`src/rtl/sdram_boot_refresh.sv`:
```
module sdram_boot_refresh #(
  parameter int ADDR_W        = 11,
  parameter int BA_W          = 1,
  parameter int CLK_KHZ       = 100000,
  parameter int WAIT_US       = 200,
  parameter int T_RP          = 3,
  parameter int T_RFC         = 7,
  parameter int T_MRD         = 2,
  parameter int INIT_REFS     = 2,
  parameter int REF_PERIOD_US = 32000,
  parameter int REF_COUNT     = 2048,
  parameter int MAX_OWED      = 8,
  parameter logic [ADDR_W-1:0] MODE_WORD = 11'h020
) (
  input  logic              clk,
  input  logic              rst_n,
  input  logic              ref_gnt,
  output logic              ref_req,
  output logic              ready,
  output logic              cke,
  output logic              cs_n,
  output logic              ras_n,
  output logic              cas_n,
  output logic              we_n,
  output logic              dqm,
  output logic [BA_W-1:0]   ba,
  output logic [ADDR_W-1:0] addr
);

  localparam int WAIT_CYC = int'((longint'(CLK_KHZ) * longint'(WAIT_US)) / 64'd1000);
  localparam int REF_INT  = int'((longint'(CLK_KHZ) * longint'(REF_PERIOD_US)) / 64'd1000 / longint'(REF_COUNT));
  localparam int MAXT     = (T_RFC > T_RP) ? ((T_RFC > T_MRD) ? T_RFC : T_MRD)
                                           : ((T_RP > T_MRD) ? T_RP : T_MRD);
  localparam int MAXC     = (WAIT_CYC > MAXT) ? WAIT_CYC : MAXT;
  localparam int CNT_W    = $clog2(MAXC + 1);
  localparam int TW       = $clog2(REF_INT + 1);
  localparam int OW       = $clog2(MAX_OWED + 1);
  localparam int IW       = $clog2(INIT_REFS + 1);

  localparam logic [CNT_W-1:0] WAIT_LD = CNT_W'(WAIT_CYC - 1);
  localparam logic [CNT_W-1:0] RP_LD   = CNT_W'(T_RP - 2);
  localparam logic [CNT_W-1:0] RFC_LD  = CNT_W'(T_RFC - 2);
  localparam logic [CNT_W-1:0] MRD_LD  = CNT_W'(T_MRD - 2);
  localparam logic [TW-1:0]    INT_LD  = TW'(REF_INT - 1);
  localparam logic [OW-1:0]    OWED_MX = OW'(MAX_OWED);

  localparam logic [3:0] C_NOP = 4'b0111;
  localparam logic [3:0] C_PRE = 4'b0010;
  localparam logic [3:0] C_REF = 4'b0001;
  localparam logic [3:0] C_MRS = 4'b0000;

  typedef enum logic [3:0] {
    S_WAIT, S_PRE, S_PRE_GAP, S_IREF, S_IREF_GAP,
    S_MRS, S_MRS_GAP, S_IDLE, S_REF, S_REF_GAP
  } st_t;

  st_t              st;
  logic [CNT_W-1:0] cnt;
  logic [IW-1:0]    nref;
  logic [TW-1:0]    tcnt;
  logic [OW-1:0]    owed;
  logic             rdy;
  logic             run, tick, go_ref;

  assign run     = st inside {S_MRS_GAP, S_IDLE, S_REF, S_REF_GAP};
  assign tick    = run && (tcnt == '0);
  assign go_ref  = (owed != '0) && ref_gnt;
  assign ref_req = (owed != '0);
  assign ready   = rdy;
  assign dqm     = ~rdy;
  assign cke     = 1'b1;

  always_ff @(posedge clk or negedge rst_n) begin
    if (!rst_n) begin
      st   <= S_WAIT;
      cnt  <= WAIT_LD;
      nref <= '0;
      rdy  <= 1'b0;
    end else begin
      case (st)
        S_WAIT:     if (cnt == '0) st <= S_PRE; else cnt <= cnt - 1'b1;
        S_PRE:      begin st <= S_PRE_GAP; cnt <= RP_LD; end
        S_PRE_GAP:  if (cnt == '0) st <= S_IREF; else cnt <= cnt - 1'b1;
        S_IREF:     begin st <= S_IREF_GAP; cnt <= RFC_LD; nref <= nref + 1'b1; end
        S_IREF_GAP: if (cnt == '0) st <= (nref == IW'(INIT_REFS)) ? S_MRS : S_IREF;
                    else cnt <= cnt - 1'b1;
        S_MRS:      begin st <= S_MRS_GAP; cnt <= MRD_LD; end
        S_MRS_GAP:  if (cnt == '0) begin st <= S_IDLE; rdy <= 1'b1; end
                    else cnt <= cnt - 1'b1;
        S_IDLE:     if (go_ref) st <= S_REF;
        S_REF:      begin st <= S_REF_GAP; cnt <= RFC_LD; end
        S_REF_GAP:  if (cnt == '0) st <= go_ref ? S_REF : S_IDLE;
                    else cnt <= cnt - 1'b1;
        default:    st <= S_WAIT;
      endcase
    end
  end

  always_ff @(posedge clk or negedge rst_n) begin
    if (!rst_n) begin
      tcnt <= INT_LD;
      owed <= '0;
    end else begin
      if (st == S_MRS || tick) tcnt <= INT_LD;
      else if (run)            tcnt <= tcnt - 1'b1;
      case ({tick, st == S_REF})
        2'b10:   if (owed != OWED_MX) owed <= owed + 1'b1;
        2'b01:   owed <= owed - 1'b1;
        default: ;
      endcase
    end
  end

  always_comb begin
    {cs_n, ras_n, cas_n, we_n} = C_NOP;
    ba   = '0;
    addr = '0;
    case (st)
      S_PRE:         begin {cs_n, ras_n, cas_n, we_n} = C_PRE; addr[10] = 1'b1; end
      S_IREF, S_REF: {cs_n, ras_n, cas_n, we_n} = C_REF;
      S_MRS:         begin {cs_n, ras_n, cas_n, we_n} = C_MRS; addr = MODE_WORD; end
      default:       ;
    endcase
  end

  logic [3:0]       cmd, last_cmd;
  logic [CNT_W-1:0] since;
  logic             is_cmd;
  assign cmd    = {cs_n, ras_n, cas_n, we_n};
  assign is_cmd = (cmd != C_NOP);

  always_ff @(posedge clk or negedge rst_n) begin
    if (!rst_n) begin
      since    <= '0;
      last_cmd <= C_NOP;
    end else if (is_cmd) begin
      since    <= CNT_W'(1);
      last_cmd <= cmd;
    end else if (since != '1) begin
      since    <= since + 1'b1;
    end
  end

  p_wait_before_pre_r1: assert property (@(posedge clk) disable iff (!rst_n)
    (is_cmd && last_cmd == C_NOP) |-> (since >= CNT_W'(WAIT_CYC)));
  p_pre_all_banks_r2: assert property (@(posedge clk) disable iff (!rst_n)
    (cmd == C_PRE) |-> addr[10]);
  p_trp_r3: assert property (@(posedge clk) disable iff (!rst_n)
    (is_cmd && last_cmd == C_PRE) |-> (since >= CNT_W'(T_RP)));
  p_trfc_r4: assert property (@(posedge clk) disable iff (!rst_n)
    (is_cmd && last_cmd == C_REF) |-> (since >= CNT_W'(T_RFC)));
  p_tmrd_r6: assert property (@(posedge clk) disable iff (!rst_n)
    (is_cmd && last_cmd == C_MRS) |-> (since >= CNT_W'(T_MRD)));
  p_ready_sticky_r6: assert property (@(posedge clk) disable iff (!rst_n)
    ready |=> ready);
  p_gnt_first_r8: assert property (@(posedge clk) disable iff (!rst_n)
    (ready && cmd == C_REF) |-> $past(ref_gnt));
  p_owed_cap_r9: assert property (@(posedge clk) disable iff (!rst_n)
    owed <= OWED_MX);
  p_no_req_early_r10: assert property (@(posedge clk) disable iff (!rst_n)
    !ready |-> !ref_req);

endmodule

```
`config.mk`:
```
export PLATFORM = sky130hd
export DESIGN_NAME = sdram_boot_refresh
export DESIGN_NICKNAME = d
export VERILOG_FILES = /design/src/rtl/sdram_boot_refresh.sv
export SDC_FILE = /design/constraint.sdc
export NUM_CORES = 1
export LEC_CHECK = 0
export BUFFER_PORTS_ARGS = -buffer_cell sky130_fd_sc_hd__buf_2
export CELL_PAD_IN_SITES_DETAIL_PLACEMENT = 0
export CELL_PAD_IN_SITES_GLOBAL_PLACEMENT = 1
export CORE_UTILIZATION = 41
export DETAILED_ROUTE_END_ITERATION = 7
export HOLD_SLACK_MARGIN = 0.06
export PLACE_DENSITY = 0.87
export SLEW_MARGIN = 20
export SYNTH_ARGS = -nofsm -noshare
export SYNTH_HDL_FRONTEND = slang
export SYNTH_SLANG_ARGS = --single-unit
```
`constraint.sdc`:
```
create_clock -name clk -period 2.6 [get_ports clk]
set_clock_uncertainty 0.15 [all_clocks]
set_input_delay 0.39 -clock clk [delete_from_list [all_inputs] [get_ports clk]]
set_output_delay 0.39 -clock clk [all_outputs]
set_load 0.01 [all_outputs]
```
==> summary.md <==
| Metric | Value |
|---|---|
| Status | `complete, no violations` |
| Crit path max fanout | `4` |
| Largest net degree at the start of global routing | `38` |
| DP Area | `2460 sq um` |
| Clock buffer count from CTS | `5` |
| FILL cells | `550` |
| Clock Tree Root | `clkbuf_8` |
| H-Tree Depth | `2` |
| Grt total ovfl | `0` |
| Avg WL per Cell | `13.3 microns` |
| Die H | `77.4 microns` |
| Ys async rst share | `100%` |
| Finished Layout Cells | `346` |
| Yosys cell types | `59` |
| Slew margin rel. | `43.0%` |
| PwrDens | `428 nW/um^2` |
| Most frequent CP cell | `ha_2` |
| Dpl cells | `335` |
| Drt first pass iters | `4` |
| Post-synth EDFFs | `0` |
| CTS tree | `built` |
| Gr usage total | `16.6%` |
| Max Fclk | `0.397 GHz` |
| Leak pwr | `1.10 nW` |
| Synth Flop Type | `dfrtp_1` |
| Routed Antenna Nets | `0` |
| Reg clk slew, reported paths | `0.07 ns` |
| Max-slew violation count | `0` |
| RePlAce Congestion | `0.860` |
| Crit path capture type | `flip-flop` |
| # IOs | `23` |
| Hold Vio Cnt, Final | `0` |
| Avg Vias per Cell | `5.44` |
| Syn Inst Count | `256` |
| Resized cells post-CTS | `0` |
| Final critical-path share of the clock period | `96.8%` |
| Setup WS post-layout | `0.0836 ns` |
| Worst setup path category | `reg -> reg` |
| Diode count | `0` |
| Setup tns final | `0 ns` |
| Final Hold Slack | `0.0493 ns` |
| WL final | `4600 microns` |
| IO buf count | `10` |
| Least-Margin Pin Slew | `0.855 ns` |
| First DRT Iteration DRCs | `163` |
| Required @ worst endpoint | `2.63 ns` |
| Post-CTS Repair Setup Buffers | `0` |
| Worst VDD drop | `0.268 mV` |
| Max stage delay on crit path | `0.48 ns` |
| Overall power | `1.11 mW` |
| Vias in the first global route | `1680` |
| Avg Cell Area, Syn | `9.10 sq um` |
| RSZ-0062 raised after global routing | `no` |
| Pre-CTS setup slack | `0.00839 ns` |
| Area delta synth->final | `11.7%` |
| Initial Util | `42.3%` |
| Core Area | `5510 sq um` |
| Row count | `27` |
| Die area | `5980 sq um` |
| Yosys synthesis warning count | `0` |
| Crit path time final | `2.52 ns` |
| Cts hold-fix bufs | `0` |
| Post-synthesis sequential area ratio | `40.5%` |
| Number of synthesized register bits | `37` |
| Synth Cell Area | `2330 sq um` |
| Cells along the critical path | `inv_2, ha_2, or4b_4, nor3_4, nand2b_4, xnor2_2, ha_2, o311a_1, or3_1` |
| Share of layout cells above drive strength 1 | `21.2%` |
| First-pass GRT wire length | `7850 microns` |
| Later-pin clock latency in the skew report | `0.29 ns` |
| Clock Path Buffers | `2` |
| Post-route cell area | `2600 sq um` |
| Hold WC Path Type | `in -> async` |
| Initial antenna violation count | `0` |
| Nets | `281` |
| Die Wd | `77.4 microns` |
| Max Cap Violations | `0` |
| Arr. time, crit path | `2.54 ns` |
| Fin util | `47.2%` |
| Slowest-stage cell, CP | `or4b_4` |
| CP Launch Type | `flip-flop` |
| Post-DP HPWL | `3280 microns` |
| Count of final setup violators | `0` |
| Vias | `1881` |
| Clock sink count | `37` |
| DR DRC count | `0` |
logic make-up (layout without fill, tap and decap cells):
group,Yosys count,in the layout,synth area share [%]
other cells,2,12,0.323
fa+ha+maj,5,5,2.69
buf+inv,33,41,7.63
simple gates,107,107,24.9
flops,37,37,40.5
compound gates,52,52,16.0
xor+xnor,14,14,5.27
mux,6,6,2.69
flip-flops by register name, summed over array words and instances, names as in the netlist:
| register | count |
|---|---|
| owed | 4 |
| nref | 2 |
| tcnt | 11 |
| cnt | 15 |
| ready | 1 |
| st | 4 |
Yosys cell counts, types with 7 or more instances:
library cell | n | area (sq um)
inv_1 | 11 | 41.3
o21ai_0 | 8 | 40.0
nand2_1 | 30 | 113
nor3_1 | 8 | 40.0
buf_4 | 12 | 90.1
clkbuf_1 | 8 | 30.0
xor2_1 | 9 | 78.8
a21oi_1 | 11 | 55.1
nand4_1 | 7 | 43.8
dfrtp_1 | 23 | 576
nand3_1 | 7 | 35.0
nor2_1 | 21 | 78.8
dfstp_2 | 14 | 368
layout by cell type (no fill, tap or decap), drive strengths merged, types with 3 or more instances in the layout:
cell    synthesis  routed
ha              5       5
nand2b          3       3
o211ai          4       4
nor2           21      21
nand2          30      30
conb            2      12
nor4            5       5
nand4           7       7
xnor2           5       5
xor2            9       9
inv            11      11
o21ai          10      10
mux2i           4       4
clkbuf          8       7
dfstp          14      14
a21oi          11      11
dfrtp          23      23
nor4b           3       3
nor3            9       9
o31ai           4       4
or4             3       3
buf            14      22
nand3           7       7
and2            3       3
final timing paths:
path	start	end	slack, ns	depth (start not counted)
worst max-delay path	tcnt[1]	owed[2]	0.08	9
worst min-delay path	rst_n	owed[2]	0.05	1
worst max register to register	tcnt[1]	owed[2]	0.08	9
worst min register to register	nref[0]	nref[0]	0.32	1
max in group asynchronous	rst_n	cnt[5]	1.71	1
min in group clk	nref[0]	nref[0]	0.32	1
critical path, delay by kind of cell (launching register included):
family | cells | cell delay (ns)
DFF | 1 | 0.41
adders and majority gates | 2 | 0.36
AOI/OAI and AO/OA | 1 | 0.28
xor gates and xnor gates | 1 | 0.06
buffers and inverters | 1 | 0.09
and+or+nand+nor | 4 | 1.07
metal layers:
metal  GRT usage, %  wire length [microns]
met1           22.7                   2280
met2           25.8                   2080
met3           3.53                    189
met4           6.23                     61
met5              0                      0
power by group:
group | total (mW) | leakage [nW] | switching, mW | internal (mW)
sequential | 0.576 | 0.416 | 0 | 0.576
clock | 0.515 | 0.0585 | 0.202 | 0.313
combinational | 0.0204 | 0.621 | 0.0193 | 0.00109
final cells by class:
class | instances | area [sq um] | area share, %
clock buffers | 7 | 86.3 | 3.32
clock inverters | 1 | 30.0 | 1.15
inverters | 11 | 41.3 | 1.59
multi-input cells | 196 | 1270 | 48.8
flip-flops and latches | 37 | 943 | 36.3
well taps | 72 | 90.1 | 3.46
repair buffers | 22 | 140 | 5.39
Note: power is estimated with default switching activity, not from simulation.
